`src/rtl/fft8_pkg.sv`:
```
package fft8_pkg;
  // transform size and number of radix-2 stages
  localparam int NPT  = 8;
  localparam int NSTG = 3;

  // per-stage load strobes from control to datapath
  typedef struct packed {
    logic ld1;
    logic ld2;
    logic ld3;
  } stageStb_t;
endpackage

```
`src/rtl/fft8_ctrl.sv`:
```
module fft8_ctrl
  import fft8_pkg::*;
(
  input  logic      clk,
  input  logic      rst,
  input  logic      inValid,
  output stageStb_t stb,
  output logic      outValid
);
  logic [NSTG-1:0] vPipe;

  always_ff @(posedge clk) begin
    if (rst) vPipe <= '0;
    else     vPipe <= {vPipe[NSTG-2:0], inValid};
  end

  assign stb.ld1  = inValid;
  assign stb.ld2  = vPipe[0];
  assign stb.ld3  = vPipe[1];
  assign outValid = vPipe[NSTG-1];

  // cycles since reset, saturating, used only to bound the look-back below
  logic [1:0] warm;
  always_ff @(posedge clk) begin
    if (rst)              warm <= 2'd0;
    else if (warm != 2'd3) warm <= warm + 2'd1;
  end


  latency_chk: assert property (@(posedge clk) disable iff (rst)
    (warm == 2'd3) |-> (outValid == $past(inValid, 3)));


  reset_clear_chk: assert property (@(posedge clk) disable iff (rst)
    $fell(rst) |-> !outValid);
endmodule

```
`src/rtl/fft8_twiddle.sv`:
```
module fft8_twiddle #(
  parameter int IW = 16,
  parameter int K  = 0
) (
  input  logic signed [IW-1:0] aRe,
  input  logic signed [IW-1:0] aIm,
  output logic signed [IW:0]   tRe,
  output logic signed [IW:0]   tIm
);
  localparam int PW = IW + 9;
  localparam logic signed [PW-1:0] RND = PW'(128);

  // scale by 181/256 (about 1/sqrt(2)) with shifts and adds, rounded
  function automatic logic signed [IW:0] mulRt2(input logic signed [IW:0] v);
    logic signed [PW-1:0] w;
    logic signed [PW-1:0] p;
    w = PW'(v);
    p = (w <<< 7) + (w <<< 5) + (w <<< 4) + (w <<< 2) + w;
    return (IW+1)'((p + RND) >>> 8);
  endfunction

  logic signed [IW:0] eRe, eIm;
  assign eRe = (IW+1)'(aRe);
  assign eIm = (IW+1)'(aIm);

  generate
    if (K == 0) begin : g_unit
      assign tRe = eRe;
      assign tIm = eIm;
    end else if (K == 2) begin : g_negj
      assign tRe = eIm;
      assign tIm = -eRe;
    end else begin : g_diag
      logic signed [IW:0] sumV, difV;
      assign sumV = eRe + eIm;
      assign difV = eIm - eRe;
      if (K == 1) begin : g_k1
        assign tRe = mulRt2(sumV);
        assign tIm = mulRt2(difV);
      end else begin : g_k3
        assign tRe = mulRt2(difV);
        assign tIm = -mulRt2(sumV);
      end
    end
  endgenerate
endmodule

```
`src/rtl/fft8_datapath.sv`:
```
module fft8_datapath
  import fft8_pkg::*;
#(
  parameter int W = 16
) (
  input  logic                       clk,
  input  logic                       rst,
  input  stageStb_t                  stb,
  input  logic [NPT*W-1:0]           inRe,
  input  logic [NPT*W-1:0]           inIm,
  output logic [NPT*(W+NSTG)-1:0]    outRe,
  output logic [NPT*(W+NSTG)-1:0]    outIm
);
  localparam int WO = W + NSTG;

  logic signed [W-1:0]  xRe [NPT];
  logic signed [W-1:0]  xIm [NPT];
  logic signed [WO-1:0] stRe [1:NSTG][NPT];
  logic signed [WO-1:0] stIm [1:NSTG][NPT];
  logic signed [WO-1:0] nxRe [1:NSTG][NPT];
  logic signed [WO-1:0] nxIm [1:NSTG][NPT];
  logic [NSTG:1] ldVec;

  assign ldVec = {stb.ld3, stb.ld2, stb.ld1};

  genvar i, s, b;
  generate
    for (i = 0; i < NPT; i++) begin : g_io
      assign xRe[i] = inRe[i*W +: W];
      assign xIm[i] = inIm[i*W +: W];
      assign outRe[i*WO +: WO] = stRe[NSTG][i];
      assign outIm[i*WO +: WO] = stIm[NSTG][i];
    end

    for (s = 1; s <= NSTG; s++) begin : g_stage
      localparam int SPAN = 1 << (s - 1);
      localparam int IW   = W + s - 1;
      for (b = 0; b < NPT/2; b++) begin : g_bfly
        localparam int GRP = b / SPAN;
        localparam int J   = b % SPAN;
        localparam int TOP = GRP * 2 * SPAN + J;
        localparam int BOT = TOP + SPAN;
        localparam int K   = J * (NPT / (2 * SPAN));

        logic signed [IW-1:0] pRe, pIm, qRe, qIm;
        logic signed [IW:0]   tRe, tIm, eRe, eIm;
        logic signed [IW:0]   sRe, sIm, dRe, dIm;

        if (s == 1) begin : g_src0
          assign pRe = xRe[TOP];
          assign pIm = xIm[TOP];
          assign qRe = xRe[BOT];
          assign qIm = xIm[BOT];
        end else begin : g_srcN
          assign pRe = IW'(stRe[s-1][TOP]);
          assign pIm = IW'(stIm[s-1][TOP]);
          assign qRe = IW'(stRe[s-1][BOT]);
          assign qIm = IW'(stIm[s-1][BOT]);
        end

        fft8_twiddle #(.IW(IW), .K(K)) i_twd (
          .aRe(qRe), .aIm(qIm), .tRe(tRe), .tIm(tIm)
        );

        assign eRe = (IW+1)'(pRe);
        assign eIm = (IW+1)'(pIm);
        assign sRe = eRe + tRe;
        assign sIm = eIm + tIm;
        assign dRe = eRe - tRe;
        assign dIm = eIm - tIm;

        assign nxRe[s][TOP] = WO'(sRe);
        assign nxIm[s][TOP] = WO'(sIm);
        assign nxRe[s][BOT] = WO'(dRe);
        assign nxIm[s][BOT] = WO'(dIm);
      end
    end
  endgenerate

  always_ff @(posedge clk) begin
    if (rst) begin
      for (int st = 1; st <= NSTG; st++)
        for (int n = 0; n < NPT; n++) begin
          stRe[st][n] <= '0;
          stIm[st][n] <= '0;
        end
    end else begin
      for (int st = 1; st <= NSTG; st++)
        if (ldVec[st])
          for (int n = 0; n < NPT; n++) begin
            stRe[st][n] <= nxRe[st][n];
            stIm[st][n] <= nxIm[st][n];
          end
    end
  end

  // plain sum of the inputs, independent of the butterfly tree
  logic signed [WO-1:0] inSumRe, inSumIm;
  always_comb begin
    inSumRe = '0;
    inSumIm = '0;
    for (int n = 0; n < NPT; n++) begin
      inSumRe = inSumRe + WO'(xRe[n]);
      inSumIm = inSumIm + WO'(xIm[n]);
    end
  end


  hold_outputs_chk: assert property (@(posedge clk) disable iff (rst)
    !stb.ld3 |=> ($stable(outRe) && $stable(outIm)));


  dc_bin_chk: assert property (@(posedge clk) disable iff (rst)
    stb.ld3 |=> ((stRe[NSTG][0] == $past(inSumRe, 3)) &&
                 (stIm[NSTG][0] == $past(inSumIm, 3))));
endmodule

```
`src/rtl/fft8_dit.sv`:
```
module fft8_dit
  import fft8_pkg::*;
#(
  parameter int W = 16
) (
  input  logic                    clk,
  input  logic                    rst,
  input  logic                    inValid,
  input  logic [NPT*W-1:0]        inRe,
  input  logic [NPT*W-1:0]        inIm,
  output logic                    outValid,
  output logic [NPT*(W+NSTG)-1:0] outRe,
  output logic [NPT*(W+NSTG)-1:0] outIm
);
  stageStb_t stb;

  fft8_ctrl i_ctrl (
    .clk(clk), .rst(rst), .inValid(inValid), .stb(stb), .outValid(outValid)
  );

  fft8_datapath #(.W(W)) i_dp (
    .clk(clk), .rst(rst), .stb(stb),
    .inRe(inRe), .inIm(inIm), .outRe(outRe), .outIm(outIm)
  );
endmodule

```
`config.mk`:
```
export PLATFORM = sky130hd
export DESIGN_NAME = fft8_dit
export DESIGN_NICKNAME = d
export VERILOG_FILES = /design/src/rtl/fft8_pkg.sv /design/src/rtl/fft8_ctrl.sv /design/src/rtl/fft8_twiddle.sv /design/src/rtl/fft8_datapath.sv /design/src/rtl/fft8_dit.sv
export SDC_FILE = /design/constraint.sdc
export NUM_CORES = 2
export LEC_CHECK = 0
export ABC_CLOCK_PERIOD_IN_PS = 10140
export BUFFER_PORTS_ARGS = -buffer_cell sky130_fd_sc_hd__buf_2
export CAP_MARGIN = 0
export CORE_MARGIN = 2
export CORE_UTILIZATION = 50
export DETAILED_ROUTE_END_ITERATION = 16
export HOLD_SLACK_MARGIN = 0.06
export PLACE_DENSITY_LB_ADDON = 0.2
export SLEW_MARGIN = 5
export SYNTH_ARGS = -nofsm -noshare
export SYNTH_HDL_FRONTEND = slang
export SYNTH_SLANG_ARGS = --single-unit
```
`constraint.sdc`:
```
create_clock -name clk -period 10.14 [get_ports clk]
set_input_delay 0.507 -clock clk [delete_from_list [all_inputs] [get_ports clk]]
set_output_delay 0.507 -clock clk [all_outputs]
set_load 0.02 [all_outputs]
```
* Word-level counts from Yosys, hierarchy flattened
Memory sizes are Yosys's and may differ from the RTL's.
Index checks and enable logic that the tools add are counted.
** Operators by class
- Mux-type cells :: 59
- Bitwise operators :: 48
- $add $sub $neg :: 76
** Operator list (count)
- 2-to-1 mux 19 bit :: 48
- adder 16 x 16 -> 17 bit :: 8
- subtractor 16 x 16 -> 17 bit :: 8
- adder 17 x 17 -> 18 bit :: 6
- adder 26 x 24 -> 27 bit :: 4
- adder 27 x 19 -> 27 bit :: 4
- adder 27 x 21 -> 27 bit :: 4
- adder 27 x 23 -> 27 bit :: 4
- adder 27 x 9 -> 27 bit (second input constant) :: 4
- subtractor 17 x 17 -> 18 bit :: 6
- adder 18 x 18 -> 19 bit :: 5
- adder 18 x 19 -> 19 bit :: 5
- subtractor 18 x 18 -> 19 bit :: 5
- subtractor 18 x 19 -> 19 bit :: 5
- bitwise OR 1 bit :: 48
- adder 17 x 18 -> 18 bit :: 2
- negator 17 -> 18 bit :: 2
- subtractor 17 x 18 -> 18 bit :: 2
- negator 18 -> 19 bit :: 1
- negator 19 bit :: 1
- 2-to-1 mux 1 bit :: 11
** Word-level totals
- Memory bits (writable) :: 912
- Register bits :: 3
- Bits of input ports :: 259
- Memories kept :: 2
- Output and inout bits :: 305
** Memory list
- i_dp.stIm :: depth 3, bits a word 152, read ports 3, clocked after Yosys merged registers in 0, write ports 3, RTL line fft8_datapath.sv:19 : logic signed [WO-1:0] stIm [1:NSTG][NPT];
- i_dp.stRe :: depth 3, bits a word 152, read ports 3, clocked after Yosys merged registers in 0, write ports 3, RTL line fft8_datapath.sv:18 : logic signed [WO-1:0] stRe [1:NSTG][NPT];

* Depth between registers and ports, before layout
An unclocked memory read counts as a cell.
- Depth after elaboration :: 10
- Depth in mapped cells :: 42
- Depth with buffers taken out :: 40

* Modules after synthesis
A second synthesis with hierarchy kept.
** Unflattened totals
- Cells, all modules :: 9503
- Area total of the unflattened synthesis :: 84692.5 um2
** By module, submodules not included
- fft8_datapath :: cells each 7327, area each 67160.7 um2, instances 1, seq. area each 25224.2 um2
- fft8_twiddle at i_dp.g_stage[3].g_bfly[3].i_twd :: cells each 899, area each 7344.5 um2, instances 1, seq. area each 0.0 um2
- fft8_twiddle at i_dp.g_stage[3].g_bfly[1].i_twd :: cells each 838, area each 6901.6 um2, instances 1, seq. area each 0.0 um2
- fft8_twiddle at i_dp.g_stage[1].g_bfly[0].i_twd ... :: cells each 34, area each 255.2 um2, instances 4, seq. area each 0.0 um2
- fft8_twiddle at i_dp.g_stage[2].g_bfly[1].i_twd ... :: cells each 60, area each 426.7 um2, instances 2, seq. area each 0.0 um2
- fft8_twiddle at i_dp.g_stage[2].g_bfly[0].i_twd ... :: cells each 36, area each 270.3 um2, instances 2, seq. area each 0.0 um2
- fft8_twiddle at i_dp.g_stage[3].g_bfly[2].i_twd :: cells each 66, area each 499.2 um2, instances 1, seq. area each 0.0 um2
- fft8_twiddle at i_dp.g_stage[3].g_bfly[0].i_twd :: cells each 38, area each 285.3 um2, instances 1, seq. area each 0.0 um2
- fft8_ctrl :: cells each 7, area each 86.3 um2, instances 1, seq. area each 60.1 um2

* Least setup slack after synthesis
No wires, ideal clock.
- Path kind :: flip-flop to flip-flop
- Start point :: register, netlist name i_dp.stRe[0][342]
- End point :: register, netlist name i_dp.stIm[0][474]
- Stages on the path, launching flop included :: 41
- Data arrival time :: 8.425 ns
- Setup slack :: 1.445 ns
- Setup time :: 0.270 ns
- Period minus slack after synthesis :: 8.695 ns
- Cell sequence :: edfxtp_1 -> ha_1 -> inv_1 -> fa_1 -> o21ba_2 -> o21ai_1 -> a2111o_1 -> nand2_1 -> o21bai_1 -> a21oi_1 -> nor2_1 -> nor2_1 -> o21a_1 -> xnor2_1 -> inv_1 -> ha_1 -> inv_1 -> fa_1 -> [... 5 more ...] -> a211oi_1 -> nor2_2 -> and3_4 -> or3_4 -> and2_2 -> nor4b_2 -> inv_1 -> a221o_1 -> xnor2_1 -> ha_1 -> clkbuf_1 -> o21bai_1 -> a21o_1 -> a221oi_1 -> o31ai_1 -> a221o_1 -> o2111ai_1 -> nand4_1

==> impl_metrics.json <==
{
  "status": "finished, final reports clean",
  "rsz0062_at_grt": "no",
  "crit_type": "reg -> reg",
  "synth_xor_xnor_area_share_pct": 7.37,
  "final-hold-violation-count": 0,
  "clock-sinks": 843,
  "antenna_found_initial": 32,
  "tns_ps": 0,
  "multi_input_area_mm2": 0.0469,
  "yosysMostFrequentCell": "inv_1",
  "slew_viol_final": 0,
  "synth.top_cell.area_share_pct": 32.4,
  "wl_per_cell_um": 20.9,
  "via_per_inst": 5.59,
  "num-fill-cells": 13946,
  "ys_warn_count": 0,
  "synth.mux.area_fraction_pct": 0.387,
  "gp_congestion": 0.977,
  "yosys-top-cells-area": "edfxtp_1, ha_1, fa_1",
  "pin_count": 564,
  "htreeDepth": 3,
  "drc": 0,
  "cp_data_required_time_ps": 10600,
  "numCtsBuffers": 101,
  "detail-route-antenna-nets": 0,
  "synth_edf_count": 840,
  "ff_latch_area_mm2": 0.0253,
  "synth_cells": 8443,
  "synth_top_family_by_area": "adder cells",
  "crit_slowest_cell": "nor4b_2",
  "finalCritPeriodShare_pct": 93.3,
  "fmax_ghz": 0.106,
  "overflow": 0,
  "dr.pass1.iters": 6,
  "yosysSeqAreaShare_pct": 32.5,
  "cp-start-kind": "flop",
  "drtIter0Drc": 4945,
  "synth_cell_type_count": 99,
  "avgSynthCellArea_um2": 9.22,
  "maxCapViolations": 0,
  "syn-num-nets": 10024,
  "cp_slowest_stage_delay_ps": 530,
  "core_region_area_mm2": 0.154,
  "synthArstFlopShare_pct": 0,
  "post-cts-setup-buffers": 0,
  "finalSetupViolCount": 0,
  "grt_pass1_vias": 58498,
  "grt_use_total_pct": 28.4,
  "fp.dieW_um": 399,
  "cts_resized": 0,
  "yosys.area.top_type": "edfxtp_1",
  "clock_skew_ps": 60.1,
  "yosys.area_share.simple_pct": 14.7,
  "row_count": 144,
  "layout-drive-gt1-share_pct": 9.46,
  "syn_to_final_growth_pct": 10.4,
  "cp-end-kind": "flop",
  "grt_max_degree": 176,
  "die_y_um": 399,
  "cts_hold_buf": 0,
  "dieArea_mm2": 0.159,
  "cts_tree": "built",
  "finalNetCount": 10484,
  "cp_data_arrival_time_ps": 9920,
  "crit_path_max_fanout": 9,
  "wl_mm": 231,
  "port_buffers": 563,
  "tightest_slew_ps": 1280,
  "place_hpwl_mm": 191,
  "slew_headroom_pct": 13.7,
  "start_util_pct": 50.4,
  "cts-root-buf": "clkbuf_16",
  "synth-adder-area-share_pct": 23.5,
  "cts_buffer_depth": 3,
  "ys_top_cells_by_count": "inv_1, ha_1, nor2_1",
  "dr_total_vias": 61781,
  "holdCritPathClass": "in -> reg",
  "synth_compound_area_share_pct": 14.2,
  "clk_latency_ps": 740,
  "ys_seq_elements": 843,
  "cts.clk_slew.worst_paths_ps": 60,
  "grt_pass1_wl_mm": 345,
  "min_period_ps": 9460,
  "synth-main-ff-cell": "edfxtp_1",
  "synthesis.area_mm2": 0.0779
}
final timing paths:
| kind | depth (start not counted) | start | endpoint | slack [ps] |
|---|---|---|---|---|
| worst max-delay path | 36 | i_dp.stRe[0][342] | i_dp.stIm[0][474] | 680 |
| worst min-delay path | 3 | inRe[16] | i_dp.stRe[0][285] | 190 |
| worst max register to register | 36 | i_dp.stRe[0][342] | i_dp.stIm[0][474] | 680 |
| worst min register to register | 2 | i_dp.stRe[0][302] | i_dp.stRe[0][417] | 770 |
area by class of cell:
cell class / instances / area share (%)
clock buffer: 114 / 3.00
tap: 2044 / 2.97
sequential: 843 / 29.4
timing repair buffer: 597 / 3.60
multi-input combinational: 6123 / 54.6
clock inverter: 74 / 0.988
inverter: 1237 / 5.40
antenna: 19 / 0.0553
state kept, by name, summed over array words and instances, names as in the netlist:
signal and count:
i_dp.stIm 420, i_dp.stRe 420, i_ctrl.vPipe 3
layer usage:
| layer | GRT usage (%) | up-vias | part of all wire, % |
|---|---|---|---|
| met5 | 0 | - | 0.035 |
| li1 | - | 29912 | - |
| met2 | 45.6 | 1979 | 46 |
| met4 | 11.3 | 12 | 4.0 |
| met3 | 3.22 | 299 | 6.4 |
| met1 | 39.2 | 29579 | 44 |
critical path, delay by kind of cell (launching register included):
kind	cells	cell delay (ps)
AO/OA/AOI/OAI	14	2980
adder cells (fa/ha/maj)	7	2640
AND/OR/NAND/NOR	9	2180
XOR/XNOR	2	590
buffers and inverters	4	490
flip-flops	1	360
cells in the final DEF (no fill, tap or decap), types with 101 or more instances in the layout:
cell type     n
inv_1      1230
ha_1       1083
nor2_1      945
edfxtp_1    840
a21oi_1     629
buf_2       563
xnor2_1     505
o21ai_0     378
nor3_1      297
nand2_1     275
fa_1        239
xor2_1      148
o21bai_1    131
nor2b_1     125
nand2b_1    119
or3_1       110
nand3_1     107
a21o_1      104
and3_1      103
clkbuf_16   101
metrics by stage:
stage	instances	instance area (um2)	utilization [%]	hold slack (ps)	worst slack, ps
after floorplan	8443	77900	-	709	1450
after global placement	10844	82500	53.4	785	859
after detailed placement	10844	82500	53.4	778	752
after CTS	11032	85900	55.7	143	728
after global routing	11039	86000	55.7	196	21.3
final	11051	86000	55.7	186	677
cells by family (layout without fill, tap and decap cells):
group,after synthesis,count (layout)
xor+xnor,654,654
simple gates,2363,2363
flops,843,843
buf+inv,1477,2022
mux,30,30
other cells,0,19
fa+ha+maj,1322,1322
compound gates,1754,1754
Power is not shown: default switching activity piles up to over one toggle a cycle in this logic, so the estimate is an artifact.
